`config.mk`:
```
export PLATFORM = sky130hd
export DESIGN_NAME = magbank_guard
export DESIGN_NICKNAME = d
export VERILOG_FILES = /design/src/rtl/magbank_pkg.sv /design/src/rtl/magbank_ptr.sv /design/src/rtl/magbank_store.sv /design/src/rtl/magbank_flags.sv /design/src/rtl/magbank_guard.sv
export SDC_FILE = /design/constraint.sdc
export NUM_CORES = 1
export LEC_CHECK = 0
export ABC_AREA = 1
export BUFFER_PORTS_ARGS = -buffer_cell sky130_fd_sc_hd__buf_2
export CAP_MARGIN = 20
export CORE_MARGIN = 2
export CORE_UTILIZATION = 63
export DETAILED_ROUTE_END_ITERATION = 6
export PLACE_DENSITY = 0.85
export SYNTH_ARGS = -nofsm -noshare
export SYNTH_HDL_FRONTEND = slang
export SYNTH_SLANG_ARGS = --single-unit
export TNS_END_PERCENT = 30
```
`constraint.sdc`:
```
create_clock -name clk -period 3.4 [get_ports clk]
set_input_delay 0.17 -clock clk [delete_from_list [all_inputs] [get_ports clk]]
set_output_delay 0.17 -clock clk [all_outputs]
set_load 0.01 [all_outputs]
```
`src/rtl/magbank_pkg.sv`:
```
`timescale 1ns/1ps
package magbank_pkg;
  localparam int unsigned ADDR_W  = 8;
  localparam logic [7:0]  A_MODE  = 8'd2;
  localparam logic [7:0]  A_FIRST = 8'd3;
  localparam int unsigned ST_RDY  = 0;
  localparam int unsigned ST_LOCK = 1;
  localparam int unsigned ST_OVR  = 2;
  localparam int unsigned N_AXIS  = 3;
endpackage

```
`src/rtl/magbank_ptr.sv`:
```
`timescale 1ns/1ps
module magbank_ptr #(
  parameter logic [7:0] FIRST = 8'd3,
  parameter logic [7:0] LAST  = 8'd8
) (
  input  logic       clk,
  input  logic       rst_n,
  input  logic       ptr_set,
  input  logic [7:0] ptr_val,
  input  logic       rd_stb,
  output logic [7:0] ptr_q
);
  logic [7:0] ptr_d;
  logic       ptr_en;

  assign ptr_en = ptr_set | rd_stb;

  always_comb begin
    ptr_d = ptr_q;
    if (ptr_set) begin
      ptr_d = ptr_val;
    end else if (rd_stb) begin
      ptr_d = (ptr_q == LAST) ? FIRST : ptr_q + 8'd1;
    end
  end

  always_ff @(posedge clk or negedge rst_n) begin
    if (!rst_n) begin
      ptr_q <= FIRST;
    end else if (ptr_en) begin
      ptr_q <= ptr_d;
    end
  end
endmodule

```
`src/rtl/magbank_store.sv`:
```
`timescale 1ns/1ps
module magbank_store #(
  parameter  int unsigned DATA_W = 16,
  localparam int unsigned NB     = 3 * DATA_W / 8
) (
  input  logic              clk,
  input  logic              rst_n,
  input  logic              res_vld,
  input  logic [DATA_W-1:0] res_x,
  input  logic [DATA_W-1:0] res_y,
  input  logic [DATA_W-1:0] res_z,
  input  logic [NB-1:0]     rd_hit,
  input  logic              mode_rd,
  input  logic              lock_q,
  output logic [NB*8-1:0]   bank_bytes,
  output logic              commit,
  output logic              full_after,
  output logic              ovr_set
);
  localparam int unsigned CW = 3 * DATA_W;

  logic [CW-1:0] res_cat, pend_q, src;
  logic          pend_v_q, pend_v_d, pend_ld;
  logic          bank_v_q;
  logic [NB-1:0] mask_q, mask_d, mask_seen;
  logic          mask_en, blk;

  // byte order in the bank: X, then Z, then Y, high byte first
  assign res_cat   = {res_x, res_z, res_y};
  assign blk       = (|rd_hit) | mode_rd;
  assign commit    = (res_vld | pend_v_q) & ~lock_q & ~blk;
  assign src       = res_vld ? res_cat : pend_q;
  assign mask_seen = mask_q | rd_hit;
  assign full_after = &mask_seen;
  assign ovr_set   = res_vld & ((bank_v_q & ~(&mask_q)) | pend_v_q);

  always_comb begin
    mask_d   = commit ? '0 : mask_seen;
    mask_en  = commit | (|rd_hit);
    pend_ld  = res_vld & ~commit;
    pend_v_d = commit ? 1'b0 : (res_vld ? 1'b1 : pend_v_q);
  end

  always_ff @(posedge clk or negedge rst_n) begin
    if (!rst_n) begin
      mask_q   <= '0;
      pend_v_q <= 1'b0;
      bank_v_q <= 1'b0;
    end else begin
      if (mask_en) mask_q <= mask_d;
      pend_v_q <= pend_v_d;
      if (commit) bank_v_q <= 1'b1;
    end
  end

  always_ff @(posedge clk or negedge rst_n) begin
    if (!rst_n) begin
      pend_q <= '0;
    end else if (pend_ld) begin
      pend_q <= res_cat;
    end
  end

  for (genvar i = 0; i < NB; i++) begin : g_byte
    logic [7:0] byte_q;
    always_ff @(posedge clk or negedge rst_n) begin
      if (!rst_n) begin
        byte_q <= '0;
      end else if (commit) begin
        byte_q <= src[CW-1-8*i -: 8];
      end
    end
    assign bank_bytes[i*8 +: 8] = byte_q;
  end
endmodule

```
`src/rtl/magbank_flags.sv`:
```
`timescale 1ns/1ps
module magbank_flags #(
  parameter  int unsigned HOLD_CYC = 40000,
  localparam int unsigned CNT_W    = $clog2(HOLD_CYC + 1)
) (
  input  logic clk,
  input  logic rst_n,
  input  logic commit,
  input  logic data_rd,
  input  logic mode_rd,
  input  logic mode_wr,
  input  logic cfga_wr,
  input  logic meas_start,
  input  logic full_after,
  input  logic ovr_set,
  output logic lock_q,
  output logic rdy_q,
  output logic ovr_q,
  output logic drdy_n
);
  localparam logic [CNT_W-1:0] HOLD_V = CNT_W'(HOLD_CYC);
  localparam logic [CNT_W-1:0] ONE_V  = CNT_W'(1);

  logic [CNT_W-1:0] cnt_q, cnt_d;
  logic lock_d, rdy_d, ovr_d;

  always_comb begin
    lock_d = lock_q;
    if (mode_wr | cfga_wr) begin
      lock_d = 1'b0;
    end else if (mode_rd | (data_rd & ~full_after)) begin
      lock_d = 1'b1;
    end else if (meas_start & full_after) begin
      lock_d = 1'b0;
    end
  end

  always_comb begin
    cnt_d = cnt_q;
    rdy_d = rdy_q;
    if (commit) begin
      cnt_d = HOLD_V;
      rdy_d = 1'b0;
    end else if (cnt_q != '0) begin
      cnt_d = cnt_q - ONE_V;
      if (cnt_q == ONE_V) rdy_d = 1'b1;
    end
  end

  always_comb begin
    ovr_d = ovr_q;
    if (ovr_set)      ovr_d = 1'b1;
    else if (data_rd) ovr_d = 1'b0;
  end

  always_ff @(posedge clk or negedge rst_n) begin
    if (!rst_n) begin
      lock_q <= 1'b0;
      rdy_q  <= 1'b0;
      ovr_q  <= 1'b0;
      cnt_q  <= '0;
    end else begin
      lock_q <= lock_d;
      rdy_q  <= rdy_d;
      ovr_q  <= ovr_d;
      cnt_q  <= cnt_d;
    end
  end

  assign drdy_n = (cnt_q == '0);
endmodule

```
`src/rtl/magbank_guard.sv`:
```
`timescale 1ns/1ps
module magbank_guard #(
  parameter int unsigned DATA_W   = 16,
  parameter int unsigned HOLD_CYC = 40000
) (
  input  logic              clk,
  input  logic              rst_n,
  input  logic              ptr_set,
  input  logic [7:0]        ptr_val,
  input  logic              rd_stb,
  input  logic              mode_wr,
  input  logic              cfga_wr,
  input  logic              meas_start,
  input  logic              res_vld,
  input  logic [DATA_W-1:0] res_x,
  input  logic [DATA_W-1:0] res_y,
  input  logic [DATA_W-1:0] res_z,
  output logic [7:0]        reg_ptr,
  output logic [7:0]        rd_data,
  output logic              drdy_n
);
  import magbank_pkg::*;

  localparam int unsigned NB       = 3 * DATA_W / 8;
  localparam logic [7:0]  A_LAST_L = A_FIRST + 8'(NB - 1);
  localparam logic [7:0]  A_STAT_L = A_LAST_L + 8'd1;

  logic [NB-1:0]   sel, rd_hit;
  logic [NB*8-1:0] bank_bytes;
  logic mode_rd, data_rd, commit, full_after, ovr_set;
  logic lock_q, rdy_q, ovr_q;

  for (genvar i = 0; i < NB; i++) begin : g_dec
    assign sel[i]    = (reg_ptr == A_FIRST + 8'(i));
    assign rd_hit[i] = rd_stb & sel[i];
  end

  assign mode_rd = rd_stb & (reg_ptr == A_MODE);
  assign data_rd = |rd_hit;

  magbank_ptr #(.FIRST(A_FIRST), .LAST(A_LAST_L)) u_ptr (
    .clk(clk), .rst_n(rst_n), .ptr_set(ptr_set), .ptr_val(ptr_val),
    .rd_stb(rd_stb), .ptr_q(reg_ptr)
  );

  magbank_store #(.DATA_W(DATA_W)) u_store (
    .clk(clk), .rst_n(rst_n), .res_vld(res_vld), .res_x(res_x),
    .res_y(res_y), .res_z(res_z), .rd_hit(rd_hit), .mode_rd(mode_rd),
    .lock_q(lock_q), .bank_bytes(bank_bytes), .commit(commit),
    .full_after(full_after), .ovr_set(ovr_set)
  );

  magbank_flags #(.HOLD_CYC(HOLD_CYC)) u_flags (
    .clk(clk), .rst_n(rst_n), .commit(commit), .data_rd(data_rd),
    .mode_rd(mode_rd), .mode_wr(mode_wr), .cfga_wr(cfga_wr),
    .meas_start(meas_start), .full_after(full_after), .ovr_set(ovr_set),
    .lock_q(lock_q), .rdy_q(rdy_q), .ovr_q(ovr_q), .drdy_n(drdy_n)
  );

  always_comb begin
    rd_data = '0;
    for (int i = 0; i < NB; i++) begin
      if (sel[i]) rd_data = bank_bytes[i*8 +: 8];
    end
    if (reg_ptr == A_STAT_L) begin
      rd_data[ST_RDY]  = rdy_q;
      rd_data[ST_LOCK] = lock_q;
      rd_data[ST_OVR]  = ovr_q;
    end
  end
endmodule

```
# After elaboration in Yosys (flattened, before gate mapping)
# Index checks and enable logic that the tools add are counted.
# W data, S select, Z words.
[op_classes]
bitwise = 27
addsub = 2
n_mux = 24
eq_ne = 9
n_reduce_logical = 13
[op_table]
columns = ["cell", "n"]
rows = [
  ["$mux W8", 9],
  ["$mux W48", 1],
  ["$eq A8 B3 Y1 const B", 4],
  ["$mux W16", 2],
  ["$eq A16 B1 Y1 const B", 1],
  ["$eq A8 B2 Y1 const B", 2],
  ["$eq A8 B4 Y1 const B", 2],
  ["$logic_not A16 Y1", 1],
  ["$reduce_bool A16 Y1", 1],
  ["$sub A16 B1 Y16 const B", 1],
  ["$and A1 B1 Y1", 14],
  ["$reduce_and A6 Y1", 2],
  ["$mux W1", 10],
  ["$reduce_bool A2 Y1", 5],
  ["$add A8 B1 Y8 const B", 1],
  ["$or A1 B1 Y1", 7],
  ["$mux W6", 1],
  ["$or A6 B6 Y6", 1],
  ["$reduce_or A6 Y1", 1],
  ["$not A1 Y1", 5],
  ["$reduce_and A2 Y1", 2],
  ["$mux W3", 1],
  ["$reduce_bool A3 Y1", 1],
]
[totals]
ff_bits = 131
out_inout_bits = 17

# Depth between registers and ports, before layout
[logic_depth]
ltp_word = 9
depth_mapped = 14
depth_no_buf = 12

# By module
# Synthesis repeated with hierarchy kept, for this count alone.
[unflattened]
cells_unflattened = 1005
hier_area_um2 = 7188.1
[by_module_without_submodules]
columns = ["module", "cells_per_inst", "area_per_inst_um2", "instances", "seq_area_each_um2"]
rows = [
  ["magbank_store", 624, 4779.6, 1, 2602.5],
  ["magbank_flags", 165, 1179.9, 1, 475.5],
  ["magbank_guard", 132, 634.4, 1, 0.0],
  ["magbank_ptr", 84, 594.3, 1, 202.7],
]

# Least setup slack after synthesis
# No wires, ideal clock.
[synth_path]
kind = "reg-to-reg"
startpoint = "register u_ptr.ptr_q[0]"
endpoint = "register u_flags.cnt_q[8]"
synth_period_minus_slack_ns = 1.948
path_buffers = 2
stages_incl_launch_ff = 11
arrival_ns = 1.836
required_time_ns = 3.288
slack_ns = 1.452
path_cell_list = "dfstp_2 inv_1 ha_1 nand3_1 nor2_2 o21ai_1 nand3_4 buf_6 buf_4 nand2_1 inv_2"
[synth_between]
elab_chain_len = 7
[synth_rtl]
columns = ["element", "line", "source"]
rows = [
  ["from (decl)", "magbank_ptr.sv:11", "output logic [7:0] ptr_q"],
  ["from (signal assigned)", "magbank_ptr.sv:31", "ptr_q <= ptr_d;"],
  ["$eq A8 B2 Y1, or another cell as far along", "magbank_guard.sv:34", "assign sel[i] = (reg_ptr == A_FIRST + 8'(i));"],
  ["$and A1 B1 Y1", "magbank_guard.sv:35", "assign rd_hit[i] = rd_stb & sel[i];"],
  ["$reduce_or A6 Y1", "magbank_store.sv:30", "assign blk = (|rd_hit) | mode_rd;"],
  ["$or A1 B1 Y1 *", "magbank_store.sv:30", ""],
  ["$not A1 Y1 *", "magbank_store.sv:31", "assign commit = (res_vld | pend_v_q) & ~lock_q & ~blk;"],
  ["$and A1 B1 Y1 *", "magbank_store.sv:31", ""],
  ["$mux W16 or $reduce_bool A2 Y1 (tied branches)", "n/a", ""],
  ["to (signal assigned)", "magbank_flags.sv:66", "cnt_q <= cnt_d;"],
  ["to (decl)", "magbank_flags.sv:24", "logic [CNT_W-1:0] cnt_q, cnt_d;"],
]
# Every way passes the cells marked *; elsewhere a longest branch is shown, timed or not.
# A chain may end at the register's enable or synchronous reset.

# Final worst setup path
[layout_path]
startpoint = "register u_ptr.ptr_q[1]"
endpoint = "output port rd_data[4]"
[layout_between]
elab_chain_len = 7
[layout_rtl]
columns = ["element", "line", "source"]
rows = [
  ["$eq A8 B2 Y1", "magbank_guard.sv:34", ""],
  ["$mux W8 (5 in series)", "magbank_guard.sv:63", "if (sel[i]) rd_data = bank_bytes[i*8 +: 8];"],
  ["$mux W8 *", "magbank_guard.sv:63", ""],
  ["to (decl)", "magbank_guard.sv:19", "output logic [7:0] rd_data,"],
]
# Marked as above.

==> metrics.log <==
INFO  metric core_area = 10800 um^2
INFO  metric tritoncts = yes
INFO  metric path_common_cell = sky130_fd_sc_hd__inv_1
INFO  metric grt_pass1_wl = 27400 um
INFO  metric routed_length_per_instance = 14.8 um
INFO  metric cts.sink_count = 131
INFO  metric cts_buffers = 17
INFO  metric ff2ff_path_depth = 9
INFO  metric timing.critical_path.from_type = flop
INFO  metric share_of_total_power_consumed_by_net_switching = 32.3%
INFO  metric power_density_over_cell_area = 576 nW/um^2
INFO  metric cpMaxStageDelayCell = sky130_fd_sc_hd__nor3_2
INFO  metric synth-compound-area-share = 10.3%
INFO  metric post_synth_num_cell_types = 37
INFO  metric final_period_minus_worst_setup_slack = 2840 ps
INFO  metric synth.avg_cell_area = 8.39 um^2
INFO  metric drt_iter0_markers = 500
INFO  metric synth-simple-area-share = 24.9%
INFO  metric placed_cells_incl_taps = 1018
INFO  metric h-tree-depth = 4
INFO  metric ant_nets = 0
INFO  metric routed_wirelength = 16500 um
INFO  metric port-buffer-count = 80
INFO  metric setup_viol = 0
INFO  metric dp_hpwl = 9800 um
INFO  metric worst_ep_arrival_time = 2670 ps
INFO  metric detailedRoute.firstPassIterationCount = 5
INFO  metric post_synth_design_cell_area = 6990 um^2
INFO  metric worst_pin_slew = 818 ps
INFO  metric ctsRootBufferMaster = sky130_fd_sc_hd__clkbuf_8
INFO  metric slew_headroom = 45.5%
INFO  metric syn-num-nets = 904
INFO  metric final-hold-violation-count = 0
INFO  metric grt_pass1_vias = 5885
INFO  metric grt_setup_unrepaired = false
INFO  metric layout.cells.most_common_list = 256 x sky130_fd_sc_hd__nand2_1, 129 x sky130_fd_sc_hd__dfrtp_1, 78 x sky130_fd_sc_hd__buf_2
INFO  metric globalplace.congestion = 0.894
INFO  metric min-delay-path-class = input port to flop
INFO  metric timing.critical_path.depth = 8
INFO  metric critical_path_max_stage_delay = 670 ps
INFO  metric mostFrequentLayoutCell = sky130_fd_sc_hd__nand2_1
INFO  metric fin_nets = 1030
INFO  metric initial_core_util = 64.5%
INFO  metric global_route.overflow_total = 0
INFO  metric p_seq_share = 43.1%
INFO  metric n_antenna_cell = 0
INFO  metric whs_path_depth = 3
INFO  metric net-switching-power = 0.00158 W
INFO  metric critPathKind = flop to primary output
INFO  metric clk_latency = 540 ps
INFO  metric pin_count_of_the_biggest_net_entering_global_routing = 116
INFO  metric dpl_cell_area = 7320 um^2
INFO  metric finish.cell_count_without_fillers = 1112
INFO  metric standard_cell_rows = 38
INFO  metric mux_cell_area_share_after_synthesis = 6.87%
INFO  metric tns = 0 ps
INFO  metric status = finished, final reports clean
INFO  metric synth-seq-cells = 131
INFO  metric yosysSeqAreaShare = 46.9%
INFO  metric cp-end-kind = primary output
INFO  metric cp_data_required_time = 3230 ps
INFO  metric worst_setup_hold_path_clk_slew = 60 ps
INFO  metric reg2reg_setup_slack = 950 ps
INFO  metric buffer_depth_of_the_longest_clock_path = 2
INFO  metric ir_worst_vdd = 0.636 mV
INFO  metric die_w = 109 um
INFO  metric syn-instance-count = 833
INFO  metric antenna_found_initial = 0
INFO  metric cp_max_fo = 14
INFO  metric cts_hold_buf = 62
INFO  metric critPathBufInv = 3
INFO  metric post_synth_fa_ha_maj_area_fraction = 1.25%
INFO  metric io-pin-count = 81
INFO  metric path_cells = ha_1, inv_1, nor3_2, inv_1, o21ai_1, nand2_1, nand3_1, buf_2
INFO  metric area_delta_synth_final = 21.6%
INFO  metric stdcell_area = 8500 um^2
INFO  metric p_total = 0.00490 W
INFO  metric achievable-frequency = 352 MHz
INFO  metric number_of_remaining_drc_errors = 0
INFO  metric avgViaCountPerCell = 5.44
INFO  metric post-cts-setup-buffers = 0
INFO  metric worst_clock_skew = 11.9 ps
INFO  metric total_die_area = 12000 um^2
INFO  metric globalRouteTotalUtil = 29.8%
INFO  metric final-max-slew-violation-count = 0
INFO  metric vias = 6046
INFO  metric critical-path-top-delay-family = simple AND/OR/NAND/NOR gates
INFO  metric power_frac_clock = 35.5%
INFO  metric synth_warnings = 0
INFO  metric fraction_of_synthesized_cell_area_in_xor_and_xnor_cells = 1.00%
INFO  metric final_layout_size_suffix_gt1_share = 18.6%
INFO  metric dieHeight = 109 um
INFO  metric p_leak = 4.35 nW
INFO  metric postCtsResizedCells = 0
INFO  metric max_cap_violations = 0
INFO  metric post-route-period-util = 83.6%
INFO  metric internal_power = 0.00332 W
INFO  metric combinational_family_with_the_most_area_after_synthesis = simple AND/OR/NAND/NOR gates
INFO  metric pwr-share-comb = 21.4%
-- tightest hold or removal path: cells and delay by family --
family	cells	cell delay, ps
buffers and inverters	1	170
AND/OR/NAND/NOR	1	110
AO/OA/AOI/OAI	1	60
-- cell usage after synthesis, drive strengths merged --
master / n / area, um^2
nand2: 262 / 1000
dfrtp: 129 / 3230
nand3: 79 / 418
inv: 77 / 289
o21ai: 74 / 483
mux2i: 48 / 480
nor2: 43 / 186
buf: 34 / 292
a21oi: 25 / 125
clkbuf: 9 / 33.8
nor3: 9 / 50.1
nand4: 8 / 50.1
ha: 7 / 87.6
a22oi: 6 / 45.0
o31ai: 4 / 30.0
xnor2: 4 / 35.0
xor2: 4 / 35.0
or2: 3 / 18.8
dfstp: 2 / 52.6
nand3b: 2 / 15.0
o221ai: 2 / 17.5
o21bai: 1 / 7.51
o31a: 1 / 8.76
-- power groups by stage --
stage          clock, W  sequential [W]  combinational [W]
3_5_place_dp          0         0.00212           0.000968
5_1_grt         0.00183         0.00215            0.00118
2_1_floorplan         0         0.00207           0.000787
6_report        0.00174         0.00211            0.00105
4_1_cts         0.00175         0.00210            0.00104
3_3_place_gp          0         0.00210           0.000941
-- final cells by class --
cell class,instances,area (um^2)
sequential,131,3280
multi-input combinational,582,3100
fill,704,2340
timing repair buffer,150,1100
clock buffer,19,442
inverter,77,289
tap,140,175
clock inverter,13,123
-- metrics by stage --
| stage | utilization (%) | hold slack [ps] | setup slack (ps) |
|---|---|---|---|
| 6_report | 78.5 | 31.4 | 559 |
| 5_1_grt | 78.5 | 45.3 | 306 |
| 2_1_floorplan | - | -126 | 1450 |
| 3_3_place_gp | 67.5 | 263 | 1130 |
| 4_1_cts | 78.5 | 8.94 | 525 |
| 3_5_place_dp | 67.5 | 263 | 1050 |
-- state kept, by name, summed over array words and instances (netlist names) --
register               cells
u_ptr.ptr_q                8
u_flags.ovr_q              1
u_store.bank_v_q           1
u_flags.rdy_q              1
u_flags.lock_q             1
u_store.pend_q            48
u_store.pend_v_q           1
u_store.g_byte.byte_q     48
u_store.mask_q             6
u_flags.cnt_q             16
-- logic make-up (layout without fill, tap and decap cells) --
kind of cell	after synthesis	in the layout
compound gates	113	113
xor+xnor	8	8
fa+ha+maj	7	7
buf+inv	120	259
flops	131	131
mux	48	48
simple gates	406	406
-- path summary, 6_finish.rpt --
path                                    startpoint                           to
worst max-delay path                u_ptr.ptr_q[1]                   rd_data[4]
worst min-delay path                        rd_stb            u_store.mask_q[1]
worst max register to register      u_ptr.ptr_q[0]               u_ptr.ptr_q[7]
worst min register to register  u_store.pend_q[27]           u_store.pend_q[27]
max in group asynchronous                    rst_n  u_store.g_byte[1].byte_q[0]
min in group asynchronous                    rst_n  u_store.g_byte[0].byte_q[0]
-- layer usage --
layer	wire length (um)	GRT usage, %	share of wire (%)	vias up
li1	-	-	-	2958
met1	7210	39.0	44	2815
met2	8020	49.1	49	228
met3	784	5.28	4.8	45
met4	439	12.4	2.7	0
met5	0	0	0	-
(Power assumes the default switching activity.)
